File: src/rtl/intreg_pkg.sv
package intreg_pkg;

    // Which physical form the storage takes.
    typedef enum logic {
        FORM_MEMORY = 1'b0,
        FORM_FLOPS  = 1'b1
    } store_form_e;

    localparam int unsigned MAX_READ_PORTS = 4;

    // Slice helpers for packed multi-port buses.
    function automatic int unsigned lane_lsb(input int unsigned lane, input int unsigned width);
        return lane * width;
    endfunction

endpackage

File: src/rtl/intreg_store.sv
module intreg_store #(
    parameter int DATA_W         = 32,
    parameter int DEPTH          = 32,
    parameter int ADDR_W         = 5,
    parameter int NUM_RD         = 2,
    parameter bit CLEAR_ON_RESET = 1'b0
) (
    input  logic                       clk,
    input  logic                       rst_n,
    input  logic                       wr_en,
    input  logic [ADDR_W-1:0]          wr_addr,
    input  logic [DATA_W-1:0]          wr_data,
    input  logic [NUM_RD-1:0]          rd_en,
    input  logic [NUM_RD*ADDR_W-1:0]   rd_addr,
    output logic [NUM_RD*DATA_W-1:0]   rd_raw
);

    // Writes to index 0 never land in storage.
    logic wr_take;
    assign wr_take = wr_en && (wr_addr != '0);

    generate
        if (CLEAR_ON_RESET) begin : g_flops
            logic [DATA_W-1:0] regs_q [DEPTH];

            always_ff @(posedge clk or negedge rst_n) begin
                if (!rst_n) begin
                    for (int i = 0; i < DEPTH; i++) begin
                        regs_q[i] <= '0;
                    end
                end else if (wr_take) begin
                    regs_q[wr_addr] <= wr_data;
                end
            end

            for (genvar p = 0; p < NUM_RD; p++) begin : g_port
                logic [DATA_W-1:0] rd_q;
                always_ff @(posedge clk or negedge rst_n) begin
                    if (!rst_n) begin
                        rd_q <= '0;
                    end else if (rd_en[p]) begin
                        rd_q <= regs_q[rd_addr[p*ADDR_W +: ADDR_W]];
                    end
                end
                assign rd_raw[p*DATA_W +: DATA_W] = rd_q;
            end
        end else begin : g_memory
            logic [DATA_W-1:0] mem_q [DEPTH];
            wire unused_rst = rst_n;

            always_ff @(posedge clk) begin
                if (wr_take) begin
                    mem_q[wr_addr] <= wr_data;
                end
            end

            for (genvar p = 0; p < NUM_RD; p++) begin : g_port
                logic [DATA_W-1:0] rd_q;
                always_ff @(posedge clk) begin
                    if (rd_en[p]) begin
                        rd_q <= mem_q[rd_addr[p*ADDR_W +: ADDR_W]];
                    end
                end
                assign rd_raw[p*DATA_W +: DATA_W] = rd_q;
            end
        end
    endgenerate

endmodule

File: src/rtl/intreg_zero_mask.sv
module intreg_zero_mask #(
    parameter int DATA_W = 32,
    parameter int ADDR_W = 5
) (
    input  logic              clk,
    input  logic              rst_n,
    input  logic              rd_en,
    input  logic [ADDR_W-1:0] rd_addr,
    input  logic [DATA_W-1:0] raw_data,
    output logic [DATA_W-1:0] rd_data
);

    // Remembers, alongside the storage read, whether index 0 was requested.
    logic zero_sel_q;

    always_ff @(posedge clk or negedge rst_n) begin
        if (!rst_n) begin
            zero_sel_q <= 1'b1;
        end else if (rd_en) begin
            zero_sel_q <= (rd_addr == '0);
        end
    end

    assign rd_data = zero_sel_q ? '0 : raw_data;

endmodule

File: src/rtl/intreg_bank.sv
module intreg_bank
    import intreg_pkg::*;
#(
    parameter int DATA_W         = 32,
    parameter int DEPTH          = 32,
    parameter int NUM_RD         = 2,
    parameter bit CLEAR_ON_RESET = 1'b0,
    localparam int ADDR_W        = $clog2(DEPTH)
) (
    input  logic                       clk,
    input  logic                       rst_n,
    input  logic                       wr_en,
    input  logic [ADDR_W-1:0]          wr_addr,
    input  logic [DATA_W-1:0]          wr_data,
    input  logic [NUM_RD-1:0]          rd_en,
    input  logic [NUM_RD*ADDR_W-1:0]   rd_addr,
    output logic [NUM_RD*DATA_W-1:0]   rd_data,
    output logic                       cfg_form
);

    logic [NUM_RD*DATA_W-1:0] rd_raw;

    store_form_e form_sel;
    assign form_sel = CLEAR_ON_RESET ? FORM_FLOPS : FORM_MEMORY;
    assign cfg_form = form_sel;

    intreg_store #(
        .DATA_W        (DATA_W),
        .DEPTH         (DEPTH),
        .ADDR_W        (ADDR_W),
        .NUM_RD        (NUM_RD),
        .CLEAR_ON_RESET(CLEAR_ON_RESET)
    ) u_store (
        .clk    (clk),
        .rst_n  (rst_n),
        .wr_en  (wr_en),
        .wr_addr(wr_addr),
        .wr_data(wr_data),
        .rd_en  (rd_en),
        .rd_addr(rd_addr),
        .rd_raw (rd_raw)
    );

    generate
        for (genvar p = 0; p < NUM_RD; p++) begin : g_mask
            intreg_zero_mask #(
                .DATA_W(DATA_W),
                .ADDR_W(ADDR_W)
            ) u_mask (
                .clk     (clk),
                .rst_n   (rst_n),
                .rd_en   (rd_en[p]),
                .rd_addr (rd_addr[lane_lsb(p, ADDR_W) +: ADDR_W]),
                .raw_data(rd_raw[lane_lsb(p, DATA_W) +: DATA_W]),
                .rd_data (rd_data[lane_lsb(p, DATA_W) +: DATA_W])
            );
        end
    endgenerate

endmodule

File: config.mk
export PLATFORM = sky130hd
export DESIGN_NAME = intreg_bank
export DESIGN_NICKNAME = d
export VERILOG_FILES = /design/src/rtl/intreg_pkg.sv /design/src/rtl/intreg_store.sv /design/src/rtl/intreg_zero_mask.sv /design/src/rtl/intreg_bank.sv
export SDC_FILE = /design/constraint.sdc
export NUM_CORES = 1
export LEC_CHECK = 0
export BUFFER_PORTS_ARGS = -buffer_cell sky130_fd_sc_hd__buf_4
export CAP_MARGIN = 5
export CORE_ASPECT_RATIO = 1.4
export CORE_MARGIN = 3
export CORE_UTILIZATION = 45
export CTS_CLUSTER_SIZE = 40
export DETAILED_ROUTE_END_ITERATION = 6
export PLACE_DENSITY = 0.64
export SLEW_MARGIN = 20
export SYNTH_ARGS = -nofsm -noshare
export SYNTH_HDL_FRONTEND = slang
export SYNTH_SLANG_ARGS = --single-unit
File: constraint.sdc
create_clock -name clk -period 3.8 [get_ports clk]
set_clock_uncertainty 0.15 [all_clocks]
set_input_delay 0.38 -clock clk [delete_from_list [all_inputs] [get_ports clk]]
set_output_delay 0.38 -clock clk [all_outputs]
set_load 0.02 [all_outputs]
Word-level counts from Yosys, hierarchy flattened
Memories as Yosys holds them, arrays and structs flattened. A register that Yosys moved wholly into a read port is not among the register bits. Cells that the tools add are included.

Register bits after elaboration: 2. Memories kept: 1. Logic and storage cells: 11. Output and inout port bits: 65. Memory bits (writable): 1024. Bits of input ports: 52.

Multiplexer cells: 4. Reduce and logical (&&, ||, !) cells: 4.

Memories: u_store.g_memory.mem_q (words 32, width 32, read ports 2, clocked after memory_dff 2, write ports 1, line intreg_store.sv:48) `logic [DATA_W-1:0] mem_q [DEPTH];`.

Operators with widths (number): 32-bit 2-to-1 mux (2); 5-bit zero test (2); 5-bit nonzero test (1); 1-bit 2-to-1 mux (2); 1-bit logical AND (1).

Depth between registers and ports, before layout
Depth after elaboration: 4. Depth in mapped cells: 8. Gate-level depth less buffers: 4.

Hierarchy
From an unflattened synthesis, not the netlist that was laid out.

Cells, all modules: 3530. Area, all modules: 51232.9 sq um.

Modules (own cells, without submodules): intreg_store (area each 50678.6 sq um, seq. area each 32671.3 sq um, times used 1, cells an instance 3450); intreg_zero_mask (area each 271.5 sq um, seq. area each 26.3 sq um, times used 2, cells an instance 39); intreg_bank (area each 11.3 sq um, seq. area each 0.0 sq um, times used 1, cells an instance 2).

Worst setup path before layout
No wires, ideal clock.

Path kind: input -> register. From: in wr_addr[1]. To: mem u_store.g_memory.mem_q[12][0] (enable). Library setup time: 0.421 ns. Required time: 3.229 ns. Stages: 3. Slack: 0.850 ns. Buffers on the path: 1. Arrival: 2.379 ns. Path through: or3b_2 -> clkbuf_1 -> nor2_1.

Cells in the longest elaborated chain, start to end: 4.

RTL lines: start, declared (line intreg_bank.sv:13) `input logic [ADDR_W-1:0] wr_addr,`; 5-bit nonzero test (line intreg_store.sv:20) `assign wr_take = wr_en && (wr_addr != '0);`; 1-bit logical AND (line intreg_store.sv:20); 1-bit 2-to-1 mux (line intreg_store.sv:52) `if (wr_take) begin`; 1-bit 2-to-1 mux (not written as such) (line intreg_store.sv:53) `mem_q[wr_addr] <= wr_data;`; end, declared (line intreg_store.sv:48).

Several ways; a longest one is shown, not always the timed one.

Worst setup path in the final report
From: reg g_mask[0].u_mask.zero_sel_q. To: out rd_data[2].

Cells in the longest elaborated chain, start to end: 1.

RTL lines: start, declared (line intreg_zero_mask.sv:14) `logic zero_sel_q;`; start signal, assigned (line intreg_zero_mask.sv:20) `zero_sel_q <= (rd_addr == '0);`; 32-bit 2-to-1 mux (line intreg_zero_mask.sv:24) `assign rd_data = zero_sel_q ? '0 : raw_data;`; end, declared (line intreg_bank.sv:17) `output logic [NUM_RD*DATA_W-1:0] rd_data,`.

No other way between the ends.

==> results_dict.tcl <==
set metrics [dict create \
    clock-sinks 1090 \
    fp.dieW_um 285 \
    post-dp-hpwl_um 85900 \
    reg2reg_from "u_store.g_memory.mem_q[27][6]$_DFFE_PP_" \
    wirelength_um 156000 \
    synth.avg_cell_area_um2 19.5 \
    synth_compound_area_share_pct 6.73 \
    tightest_slew_ps 1060 \
    synth-seq-area-share_pct 66.6 \
    grt_use_total_pct 27.4 \
    finalWorstPathRequiredPeriod_ps 2990 \
    dpl_worst_slack_ps 790 \
    antenna_left 0 \
    cts_buffers 98 \
    worst_hold_path.num_cells 3 \
    end_kind "primary output" \
    clkTransAtPathRegs_ps 70 \
    clkLatencyLatePin_ps 700 \
    yosys.area_share.simple_pct 1.49 \
    p_per_area_nw_per_um2 467 \
    crit_family "flip-flops" \
    fillers 8458 \
    syn2layout_area_growth_pct 14.8 \
    ys.flop_type "edfxtp_1" \
    syn_area_um2 49100 \
    synth_xor_area_share_pct 0 \
    avgViaCountPerCell 6.78 \
    crit_buf_inv 2 \
    r2r_setup_slack_ps 1650 \
    cp_cell_sequence "buf_4 -> nor2b_1 -> buf_4" \
    register_area_um2 32700 \
    p_leak_nw 18.2 \
    place_congestion 0.822 \
    synth_area_leaders "edfxtp_1, mux4_2, mux2i_1" \
    synth_top_area_cell "edfxtp_1" \
    rsz0062_at_grt "no" \
    synth_edf_count 1088 \
    startpoint_type "flip-flop" \
    finalWorstSetupSlack_ps 812 \
    start_util_pct 45.6 \
    drcViolationCount 2 \
    required_ps 3270 \
    synth_fa_ha_area_share_pct 0 \
    slew-limit-headroom_pct 29.1 \
    final_hold_viol_count 0 \
    ir_drop_v 0.000416 \
    crit_path_top_delay_cell "dfstp_2" \
    max_cap_violations 0 \
    synth_mux_area_share_pct 22.9 \
    yosys_warnings 0 \
    worst-path-max-fanout 19 \
    routedWlPerCell_um 36.7 \
    async_flop_share_pct 0.183 \
    max_freq_ghz 0.335 \
    multiInputGateArea_um2 15700 \
    nets 2768 \
    max_stage_delay_ps 1160 \
    synth_cells 2521 \
    synth_top_family_by_area "multiplexers" \
    finalMaxSlewViolations 0 \
    max-clock-path-buffers 3 \
    worstHoldStart "rd_addr[9]" \
    dr_total_vias 28700 \
    layout_commonest_cell "edfxtp_1" \
    drive_above_1_share_pct 29.4 \
    utilization_pct 52.4 \
    die_area_um2 113000 \
    first_global_vias 30200 \
    worstRegToRegCells 4 \
    violations "DRC" \
    core_um2 108000 \
    fin_total_pwr_mw 26.3 \
    worst_path_most_repeated_cell "buf_4" \
    hp-class "primary input to flip-flop" \
    worstHoldEndpoint "u_store.g_memory.g_port[1].rd_q[15]$_DFFE_PP_" \
    rr_endpoint "u_store.g_memory.g_port[1].rd_q[6]$_DFFE_PP_" \
    cts_tree "built" \
    synth-seq-cells 1090 \
    path_depth 3 \
    fp.dieH_um 397 \
    yosysUniqueCellTypes 33 \
    fin_crit_sh_pct 78.6 \
    grt_max_degree 89 \
    ios 117 \
    grt_pass1_wl_um 220000 \
    layout_common_cells "edfxtp_1, mux4_2, mux2i_1" \
    grt_overflow 0 \
    port_buffers 115 \
    crit_arrival_ps 2460 \
    row_count 142 \
    path_class "flip-flop to primary output" \
    setup_violations 0 \
    synth_top_cell_area_share_pct 66.5 \
    dr.pass1.iters 7 \
    status "finished, violations left" \
    final.setup.tns_ps 0 \
    h-tree-depth 3 \
    drt_iter0_markers 3610 \
    antenna_found_initial 8 \
    cts_root_buf "clkbuf_16" \
    instances_no_fill 4242 \
    post-place-cells 4022 \
]
[worst register-to-register path: cells and delay by family (launching register included)]
family,cells,cell delay (ps)
AOI/OAI and AO/OA,3,820
muxes,1,500
DFF,1,420
[power breakdown]
part	leakage (nW)	switching, mW	internal [mW]
logic	6.71	1.34	0.946
clock network	1.60	4.48	5.92
registers	9.90	0.142	13.5
[cells in the mapped netlist, types with 4 or more instances]
cell type / n
mux2i_1: 256
edfxtp_1: 1088
a22oi_1: 120
nor2_1: 34
nand3b_1: 7
mux4_2: 380
o22ai_1: 64
or3b_1: 4
buf_4: 32
buf_6: 8
a211oi_1: 80
a22o_1: 36
buf_8: 4
buf_2: 57
mux4_1: 4
clkbuf_1: 94
o221ai_1: 64
a2111oi_2: 10
a21oi_1: 74
buf_1: 15
nor2b_1: 68
[repair_timing]
| item | 4_1_cts | 5_1_grt |
|---|---|---|
| endpoints found under the hold margin | 1026 | 0 |
| hold buffers | 34 | 0 |
| resized for setup | 0 | 0 |
| buffers inserted | 0 | 0 |
[logic make-up after synthesis]
family	Yosys count
AND/OR/NAND/NOR	128
AO/OA/AOI/OAI	449
flip-flops	1090
other	1
multiplexers	641
buffers and inverters	212
[registers in the layout, summed over array words and instances (netlist names)]
| name | flops |
|---|---|
| g_mask.u_mask.zero_sel_q | 2 |
| u_store.g_memory.mem_q | 1024 |
| u_store.g_memory.g_port.rd_q | 64 |
[final cells by class]
class | count | share of cell area, %
multi-input cells | 1251 | 27.8
flip-flops and latches | 1090 | 58.1
clock inverters | 63 | 1.28
repair buffers | 274 | 5.00
inverters | 1 | 0.00666
clock buffers | 116 | 4.62
well taps | 1440 | 3.20
diodes | 7 | 0.0311
[per-stage QoR]
step                hold WS [ps]  area (µm²)
detailed placement           177       52700
global placement             176       52700
global route                 202       56400
floorplan                   82.2       49200
CTS                          149       56400
finish                       203       56400
[how the worst max path moves through the flow]
stage / startpoint / end / slack, ps
after detailed placement: rd_addr[1] / u_store.g_memory.g_port[0].rd_q[11]$_DFFE_PP_ / 790
after floorplan: wr_addr[1] / u_store.g_memory.mem_q[12][0]$_DFFE_PP_ / 850
final: g_mask[0].u_mask.zero_sel_q$_DFFE_PN1P_ / rd_data[2] / 810
after global placement: rd_addr[1] / u_store.g_memory.g_port[0].rd_q[11]$_DFFE_PP_ / 750
after global routing: g_mask[0].u_mask.zero_sel_q$_DFFE_PN1P_ / rd_data[2] / 760
after CTS: g_mask[0].u_mask.zero_sel_q$_DFFE_PN1P_ / rd_data[2] / 770
[per-layer routing]
layer / share of wire [%] / up-vias / GRT usage, %
li1: - / 11300 / -
met1: 35 / 15300 / 33.4
met2: 51 / 1723 / 46.8
met3: 8.4 / 411 / 4.35
met4: 5.6 / 6 / 14.9
met5: 0.022 / - / 0
Note: power is estimated with default switching activity, not from simulation.
